File: src/rtl/gather_pkg.sv
// Shared definitions for the gather address generator.
// Assumes width codes are 3 bits; codes above 3'b010 fall back to 32 bits.
package gather_pkg;

    typedef enum logic [1:0] {
        SZ_BYTE = 2'd0,
        SZ_HALF = 2'd1,
        SZ_WORD = 2'd2
    } size_shift_e;

    // Map a width code to log2 of the transfer size in bytes.
    function automatic size_shift_e width_to_shift(input logic [2:0] code);
        case (code)
            3'b000:  return SZ_BYTE;
            3'b001:  return SZ_HALF;
            default: return SZ_WORD;
        endcase
    endfunction

endpackage

File: src/rtl/gather_step_sel.sv
// Address increment selector.
// Produces the byte increment for one advance: one transfer size, or one
// transfer size plus the gap when the current transfer closes a run.
// Assumes ADDR_W exceeds GAP_W + 3 so the scaled gap cannot overflow.
module gather_step_sel
    import gather_pkg::*;
#(
    parameter int ADDR_W = 32,
    parameter int GAP_W  = 8
) (
    input  size_shift_e         shift_i,
    input  logic [GAP_W-1:0]    gap_i,
    input  logic                boundary_i,
    output logic [ADDR_W-1:0]   incr_o
);
    localparam int PAD_W = ADDR_W - GAP_W;

    logic [ADDR_W-1:0] unit_bytes;
    logic [ADDR_W-1:0] gap_bytes;

    // Scale one unit and the gap by the transfer size, then sum on a boundary.
    always_comb begin
        unit_bytes = ADDR_W'(1) << shift_i;
        gap_bytes  = {{PAD_W{1'b0}}, gap_i} << shift_i;
        incr_o     = boundary_i ? (unit_bytes + gap_bytes) : unit_bytes;
    end

endmodule

File: src/rtl/gather_run_ctr.sv
// Run position counter.
// Counts transfers within the current run and flags the last one.
// Assumes run_len_i is stable for a session; zero means no runs.
module gather_run_ctr #(
    parameter int CNT_W = 6
) (
    input  logic             clk,
    input  logic             rst_n,
    input  logic             clear_i,
    input  logic             step_i,
    input  logic [CNT_W-1:0] run_len_i,
    output logic             last_o
);
    logic [CNT_W-1:0] pos_q;
    logic             enabled;

    // Decode whether gathering is active and the position closes a run.
    always_comb begin
        enabled = (run_len_i != '0);
        last_o  = enabled && (pos_q == run_len_i - CNT_W'(1));
    end

    // Advance the position, wrapping to zero after the last transfer of a run.
    always_ff @(posedge clk) begin
        if (!rst_n || clear_i) begin
            pos_q <= '0;
        end else if (step_i && enabled) begin
            pos_q <= last_o ? '0 : pos_q + CNT_W'(1);
        end
    end

endmodule

File: src/rtl/gather_xfer_ctr.sv
// Session transfer counter.
// Counts accepted transfers and flags the one that completes the total.
// Assumes total_i is nonzero whenever step_i is raised.
module gather_xfer_ctr #(
    parameter int TOT_W = 8
) (
    input  logic             clk,
    input  logic             rst_n,
    input  logic             clear_i,
    input  logic             step_i,
    input  logic [TOT_W-1:0] total_i,
    output logic             final_o
);
    logic [TOT_W-1:0] seen_q;

    // Flag the transfer whose acceptance reaches the total.
    always_comb final_o = (seen_q == total_i - TOT_W'(1));

    // Count accepted transfers since the last start.
    always_ff @(posedge clk) begin
        if (!rst_n || clear_i) begin
            seen_q <= '0;
        end else if (step_i) begin
            seen_q <= seen_q + TOT_W'(1);
        end
    end

endmodule

File: src/rtl/gather_addr_gen.sv
// Source gather address generator, top level.
// Presents one read address at a time, stepping by the transfer size and
// jumping over a programmed gap after each run. All settings are sampled on
// start_i; start has priority over advance. Synchronous active-low reset.
module gather_addr_gen
    import gather_pkg::*;
#(
    parameter int ADDR_W = 32,
    parameter int CNT_W  = 6,
    parameter int GAP_W  = 8,
    parameter int TOT_W  = 8
) (
    input  logic              clk,
    input  logic              rst_n,
    input  logic              start_i,
    input  logic [ADDR_W-1:0] base_addr_i,
    input  logic [2:0]        width_i,
    input  logic [CNT_W-1:0]  run_len_i,
    input  logic [GAP_W-1:0]  gap_len_i,
    input  logic [TOT_W-1:0]  total_i,
    input  logic              advance_i,
    output logic [ADDR_W-1:0] addr_o,
    output logic              valid_o,
    output logic              run_last_o,
    output logic              done_o
);
    size_shift_e       shift_q;
    logic [CNT_W-1:0]  run_len_q;
    logic [GAP_W-1:0]  gap_q;
    logic [TOT_W-1:0]  total_q;
    logic [ADDR_W-1:0] addr_q;
    logic              valid_q;
    logic              done_q;
    logic              take;
    logic              boundary;
    logic              final_xfer;
    logic [ADDR_W-1:0] incr;

    // An advance counts only while an address is live and no restart is pending.
    always_comb take = valid_q && advance_i && !start_i;

    gather_run_ctr #(.CNT_W(CNT_W)) i_run (
        .clk       (clk),
        .rst_n     (rst_n),
        .clear_i   (start_i),
        .step_i    (take),
        .run_len_i (run_len_q),
        .last_o    (boundary)
    );

    gather_xfer_ctr #(.TOT_W(TOT_W)) i_xfer (
        .clk     (clk),
        .rst_n   (rst_n),
        .clear_i (start_i),
        .step_i  (take),
        .total_i (total_q),
        .final_o (final_xfer)
    );

    gather_step_sel #(.ADDR_W(ADDR_W), .GAP_W(GAP_W)) i_step (
        .shift_i    (shift_q),
        .gap_i      (gap_q),
        .boundary_i (boundary),
        .incr_o     (incr)
    );

    // Sample the session settings on start.
    always_ff @(posedge clk) begin
        if (!rst_n) begin
            shift_q   <= SZ_BYTE;
            run_len_q <= '0;
            gap_q     <= '0;
            total_q   <= '0;
        end else if (start_i) begin
            shift_q   <= width_to_shift(width_i);
            run_len_q <= run_len_i;
            gap_q     <= gap_len_i;
            total_q   <= total_i;
        end
    end

    // Hold the live address and the session state flags.
    always_ff @(posedge clk) begin
        if (!rst_n) begin
            addr_q  <= '0;
            valid_q <= 1'b0;
            done_q  <= 1'b0;
        end else if (start_i) begin
            addr_q  <= base_addr_i;
            valid_q <= (total_i != '0);
            done_q  <= (total_i == '0);
        end else if (take) begin
            if (final_xfer) begin
                valid_q <= 1'b0;
                done_q  <= 1'b1;
            end else begin
                addr_q <= addr_q + incr;
            end
        end
    end

    // Drive the outputs from the held state.
    always_comb begin
        addr_o     = addr_q;
        valid_o    = valid_q;
        done_o     = done_q;
        run_last_o = valid_q && boundary;
    end

endmodule

File: config.mk
export PLATFORM = sky130hd
export DESIGN_NAME = gather_addr_gen
export DESIGN_NICKNAME = d
export VERILOG_FILES = /design/src/rtl/gather_pkg.sv /design/src/rtl/gather_step_sel.sv /design/src/rtl/gather_run_ctr.sv /design/src/rtl/gather_xfer_ctr.sv /design/src/rtl/gather_addr_gen.sv
export SDC_FILE = /design/constraint.sdc
export NUM_CORES = 1
export LEC_CHECK = 0
export BUFFER_PORTS_ARGS = -buffer_cell sky130_fd_sc_hd__buf_2
export CAP_MARGIN = 30
export CORE_MARGIN = 2
export CORE_UTILIZATION = 40
export DETAILED_ROUTE_END_ITERATION = 12
export PLACE_DENSITY_LB_ADDON = 0.05
export SYNTH_ARGS = -nofsm -noshare
export SYNTH_HDL_FRONTEND = slang
export SYNTH_HIERARCHICAL = 1
export SYNTH_SLANG_ARGS = --single-unit
File: constraint.sdc
create_clock -name clk -period 5.7 [get_ports clk]
set_clock_uncertainty 0.15 [all_clocks]
set_input_delay 0.285 -clock clk [delete_from_list [all_inputs] [get_ports clk]]
set_output_delay 0.285 -clock clk [all_outputs]
set_load 0.02 [all_outputs]
Yosys cells after proc, flatten, opt, wreduce, memory -nomap -nowiden
Index checks and enable logic that the tools add are counted.

storage, ports and cells
  register bits after elaboration = 72
  output and inout bits = 35
  bits of input ports = 61

operators by class
  reduce and logical (&&, ||, !) cells = 16
  equal/unequal tests = 4
  add/sub/neg operators = 6
  multiplexer cells = 12
  shifts and indexed selects = 2

operators with widths
  operator                count
  $mux W32                4
  $add A32 B32 Y32        2
  $shl A1 B2 Y32 const A  1
  $shl A8 B2 Y32          1
  $add A8 B1 Y8 const B   1
  $eq A8 B8 Y1            1
  $logic_not A8 Y1        1
  $reduce_bool A8 Y1      1
  $sub A8 B1 Y8 const B   1
  $add A6 B1 Y6 const B   1
  $eq A6 B6 Y1            1
  $mux W1                 6
  $mux W6                 1
  $reduce_bool A6 Y1      1
  $sub A6 B1 Y6 const B   1
  $logic_and A1 B1 Y1     5
  $pmux W2 S2             1
  $reduce_and A2 Y1       2
  $reduce_bool A2 Y1      2
  $eq A3 B1 Y1 const B    1
  $logic_not A3 Y1        1
  $logic_not A1 Y1        2
  $ne A2 B2 Y1 const B    1
  $logic_or A1 B1 Y1      1

Longest topological paths before layout
  depth after elaboration = 8
  mapped depth = 21
  depth with buffers taken out = 18

Cells and area by module
The synthesis kept the hierarchy.

by module, submodules not included
  module           area an instance (um^2)  sequential area each (um^2)  cells each  times used
  gather_addr_gen  4,042.6                  1,161.1                      474         1
  gather_step_sel  818.3                    0.0                          105         1
  gather_xfer_ctr  589.3                    160.2                        71          1
  gather_run_ctr   498.0                    120.1                        60          1

Worst setup path after synthesis
Ideal clock, no wire load.

  kind = register to register
  from = register shift_q[0]
  to = register addr_q[29] (netlist: addr_o[29])
  buffers on the path = 3
  period minus slack after synthesis = 4.305 ns
  slack = 1.395 ns
  setup time = 0.139 ns
  required time = 5.411 ns
  cell stages (with the launch flop) = 21
  data arrival time = 4.016 ns
  cells stage by stage = dfxtp_1 > buf_2 > buf_2 > mux2i_1 > or2_2 > inv_1 > ha_1 > a211o_2 > a21oi_1 > and4bb_1 > xnor2_1 > and2_1 > ha_1 > buf_6 > and4_2 > and3_1 > o211ai_1 > a21oi_1 > nor3_1 > o311ai_0 > o311ai_1

between the ends
  cells in the longest elaborated chain, start to end = 7

ends and longest elaborated chain
  item                                              line                                          RTL
  from (decl)                                       gather_addr_gen.sv:27                         size_shift_e shift_q;
  from (signal assigned)                            gather_addr_gen.sv:75                         shift_q <= width_to_shift(width_i);
  $shl A8 B2 Y32 or $shl A1 B2 Y32 (tied branches)  gather_step_sel.sv:24, gather_step_sel.sv:23
  $add A32 B32 Y32                                  gather_step_sel.sv:25                         incr_o = boundary_i ? (unit_bytes + gap_bytes) : unit_bytes;
  $mux W32 (*)                                      gather_step_sel.sv:25
  named net incr[9]                                 gather_addr_gen.sv:37                         logic [ADDR_W-1:0] incr;
  $add A32 B32 Y32 (*)                              gather_addr_gen.sv:97                         addr_q <= addr_q + incr;
  $mux W32 (*)                                      gather_addr_gen.sv:93                         if (final_xfer) begin
  $mux W32 (*)                                      gather_addr_gen.sv:92                         end else if (take) begin
  $mux W32 (*)                                      gather_addr_gen.sv:88                         end else if (start_i) begin
  to (signal assigned)                              gather_addr_gen.sv:89                         addr_q <= base_addr_i;
  to (signal assigned)                              gather_addr_gen.sv:97
  to (decl)                                         gather_addr_gen.sv:31                         logic [ADDR_W-1:0] addr_q;

The timed path passes the listed nets; every way through them passes the cells marked *. The select of a mux whose other input is x is not followed.
A chain may end at the register's enable or synchronous reset.

Final worst setup path
  from = register shift_q[1]
  to = register addr_q[29] (netlist: addr_o[29])

Same word-level chain as after synthesis.

==> results by group <==
Drt
  – Violation count after the first detailed-routing iteration: 406
  – Final antenna-violating net count: 0
  – Total detailed-routing wirelength: 16900 µm
  – Number of design rule violations left after detail routing: 0
  – Vias per std cell: around 5.6
  – Initial DRT Pass Iterations: 6
  – Avg WL per Cell: 17.2 µm
  – Total number of vias: 5464

Setup path
  – Worst setup path start: shift_q[1]
  – Standard cell with the maximum stage delay on the critical path: dfxtp_1
  – Maximum fanout count along the critical path: 21
  – Logic depth of the worst path, buffers included: 18
  – Kind of cell adding the most delay to the critical path: compound AO/OA/AOI/OAI gates
  – Critical path arrival: around 5 ns
  – Crit path cell chain: nand2b_1 > inv_1 > nand2_1 > o21ai_0 > ha_1 > a211o_2 > a21oi_1 > and4bb_1 > xnor2_1 > and2_1 > ha_1 > and4_2 > and3_1 > o211ai_1 > a21oi_1 > nor3_1 > o311ai_0 > o311ai_1
  – Critical Path Sink Type: flip-flop
  – Required time at the endpoint of the critical path: 5.75 ns
  – R2R Path End: addr_o[29]
  – Buf/Inv on CP: 1
  – Source of the worst register-to-register timing path: shift_q[1]
  – Cells on worst reg2reg path: 18
  – Startpoint-to-endpoint class of the critical path: flip-flop to flip-flop
  – Kind of start point of the critical path: flip-flop
  – Worst setup endpoint: addr_o[29]
  – Reg2Reg Setup Slack: 0.74 ns
  – Critical Path Max Stage Delay: 0.80 ns

Die
  – Boundary Pins: 96
  – Die footprint: 15900 µm²
  – Core Rows: 44
  – Starting density of the core: 0.409
  – Die boundary height: 126 µm
  – Core region area: approximately 15000 µm²
  – Die Span X: 126 µm

Cells and area
  – Area growth syn-to-layout: 14.5%
  – Post-layout net count: 892
  – Antenna diode count: 0
  – Final standard cell utilization of the core: 0.468
  – Final-layout fill cell count: 1467
  – Layout cell share with drive strength beyond 1: 0.191
  – Total area of multi-input combinational cells: around 4200 µm²
  – Finished Layout Cells: 978
  – Register Area: 1440 µm²

Synth
  – Most frequent cell after synthesis: dfxtp_1
  – Most numerous cell types in the synthesized netlist: dfxtp_1, nand2_1, o21ai_0
  – Synthesis warning total: 6
  – Post-synthesis compound-gate area fraction: 0.240
  – Combinational family with the most area after synthesis: compound AO/OA/AOI/OAI gates
  – Cell area after synthesis: roughly 5900 µm²
  – Multiplexer area fraction after synthesis: 0.0778
  – Simple-gate portion of the synthesized area: 0.207
  – Number of flops mapped to enable cells by yosys: 0
  – Parity-gate share of the synthesized area counting xor and xnor cells: 0.0780
  – Top cells by area, synth: dfxtp_1, ha_1, mux2i_1
  – Syn Area/Cell: between 8 and 9 µm²
  – Share of async-settable or async-resettable flops after synthesis: 0
  – Number of instances in the synthesized netlist: 710
  – Fraction of synthesized cell area taken by the top area cell type: 0.242
  – Flops & latches, synth: 72
  – Dominant register cell in the synthesized netlist: dfxtp_1
  – Dominant cell type by area after synthesis: dfxtp_1
  – Adder and majority cell fraction of the synthesized area: 0.0909
  – Sequential area share after synthesis: 0.242
  – Post-synth cell types: 77

CTS
  – TritonCTS Buffers: 9
  – Deepest level of the CTS H-tree: 3
  – TritonCTS clock tree: done
  – Worst skew pair latency: 0.35 ns
  – Clock transition at the registers of the reported paths: 0.06 ns
  – CTS Sinks: roughly 70
  – Post-CTS setup buffers: 0
  – CTS Root Cell: clkbuf_16
  – Count of instances resized after the clock tree is built: 0
  – Number of buffers inserted for hold repair after clock tree synthesis: 0
  – Clock Path Buffers: 2

Flow run
  – Reported max-cap violation count: 0

Timing
  – Final-layout setup total negative slack: 0 ns
  – Final setup violation count: 0
  – Worst slew margin relative to its limit: 0.411
  – Transition time at the pin with the least slew margin: 0.884 ns
  – Final Hold Violating Endpoints: 0
  – Post-layout minimum cycle time: 4.96 ns
  – Maximum operating frequency: 0.202 GHz
  – Setup repair after global routing missed its margin: false
  – Slew Limit Fails: 0
  – Final period util: 0.870

Outcome
  – Run status: completed

Pwr
  – Pwr/cell area: 232 nW/µm²
  – Largest voltage drop on the vdd net: 140 µV
  – Static leakage: 3.04 nW

Global route
  – First-pass GRT wire length: ~27000 µm
  – Final global-route overflow total: 0
  – Initial antenna violation count: 0
  – Largest net degree at the start of global routing: 64
  – Via count of the first global-routing pass: around 5300
  – Total track usage: 0.212

Placement
  – Count of placed standard cells including taps: 962
  – Number of port buffers: 95
  – DPL Wire Length: 12400 µm
  – Final Wtd Congestion: slightly below 0.9

Hold path
  – Hold WC Path Type: input port to flip-flop
==> how the worst min path moves through the flow <==
stage | depth (start not counted) | slack (ns) | startpoint | end
floorplan | 2 | 0.30 | gap_len_i[4] | gap_q[4]
global placement | 2 | 0.34 | i_xfer/seen_q[7] | i_xfer/seen_q[7]
detailed placement | 2 | 0.36 | valid_o | valid_o
CTS | 3 | 0.04 | gap_len_i[0] | gap_q[0]
global route | 3 | 0.07 | gap_len_i[5] | gap_q[5]
finish | 3 | 0.05 | run_len_i[1] | run_len_q[1]
==> placed cells by master, fill, tap and decap left out, types with 4 or more instances in the layout <==
cell       instances
and3_1             8
o21ai_0           42
o21ai_1            4
nand2_1           49
xnor2_1           30
nor2_1            37
xor2_1            23
clkbuf_16          9
nand2b_1           9
a31oi_1           11
buf_4              9
inv_1             18
a22o_1            13
a222oi_1          13
o211a_1            4
nand3_1           16
o21a_1             5
nand4_1           11
and3_2             4
a21oi_1           39
nand3b_1           4
mux2_2             4
buf_2             95
conb_1            20
o211ai_1           7
o21bai_1           6
mux2i_1           35
nor2b_1           39
dfxtp_1           72
a21o_1            17
a211oi_1          10
nor3_1             7
and2_1            12
ha_1              40
==> metrics by stage <==
stage | setup WS [ns] | total power, W | hold WS [ns] | cell area (µm²)
2_1_floorplan | 1.40 | 0.000856 | 0.305 | 6020
3_3_place_gp | 0.955 | 0.000944 | 0.340 | 6480
3_5_place_dp | 0.805 | 0.000951 | 0.361 | 6490
4_1_cts | 0.779 | 0.00159 | 0.0383 | 6810
5_1_grt | 0.465 | 0.00166 | 0.0681 | 6810
6_report | 0.743 | 0.00158 | 0.0545 | 6810
==> cell type report <==
| cell class | instances | area share |
|---|---|---|
| clock buffer | 10 | 0.0336 |
| sequential | 72 | 0.212 |
| timing repair buffer | 104 | 0.0798 |
| clock inverter | 6 | 0.0136 |
| inverter | 18 | 0.00992 |
| tap | 184 | 0.0338 |
| multi-input combinational | 584 | 0.618 |
==> kinds of logic after synthesis <==
family / count (synthesis)
xor gates and xnor gates: 53
other: 1
adders and majority gates: 42
AOI/OAI and AO/OA: 202
muxes: 42
DFF: 72
buffers and inverters: 73
and+or+nand+nor: 225
==> layer usage <==
layer | wire length (µm) | global-route usage
met1 | 8300 | 0.301
met3 | 806 | 0.0404
met5 | 0 | 0
met2 | 7620 | 0.336
met4 | 141 | 0.0465
==> worst register-to-register path, cell delays in order (launching register included) <==
cell and delay [ns]:
dfxtp_1 0.80, nand2b_1 0.27, inv_1 0.08, nand2_1 0.06
o21ai_0 0.09, ha_1 0.25, a211o_2 0.33, a21oi_1 0.23
and4bb_1 0.24, xnor2_1 0.12, and2_1 0.16, ha_1 0.45
and4_2 0.27, and3_1 0.17, o211ai_1 0.15, a21oi_1 0.31
nor3_1 0.11, o311ai_0 0.40, o311ai_1 0.17
==> state kept, by name, summed over array words and instances, names as in the netlist <==
name           cells
addr_o            32
i_xfer/seen_q      8
shift_q            2
valid_o            1
done_o             1
total_q            8
i_run/pos_q        6
gap_q              8
run_len_q          6
==> power breakdown <==
group	internal [W]	switching, W	leakage, nW
clock network	0.000386	0.000242	0.149
registers	0.000531	0.0000346	0.592
logic	0.000164	0.000219	2.29
total	0.00108	0.000496	3.04
Power figures use the tool's default switching activity.
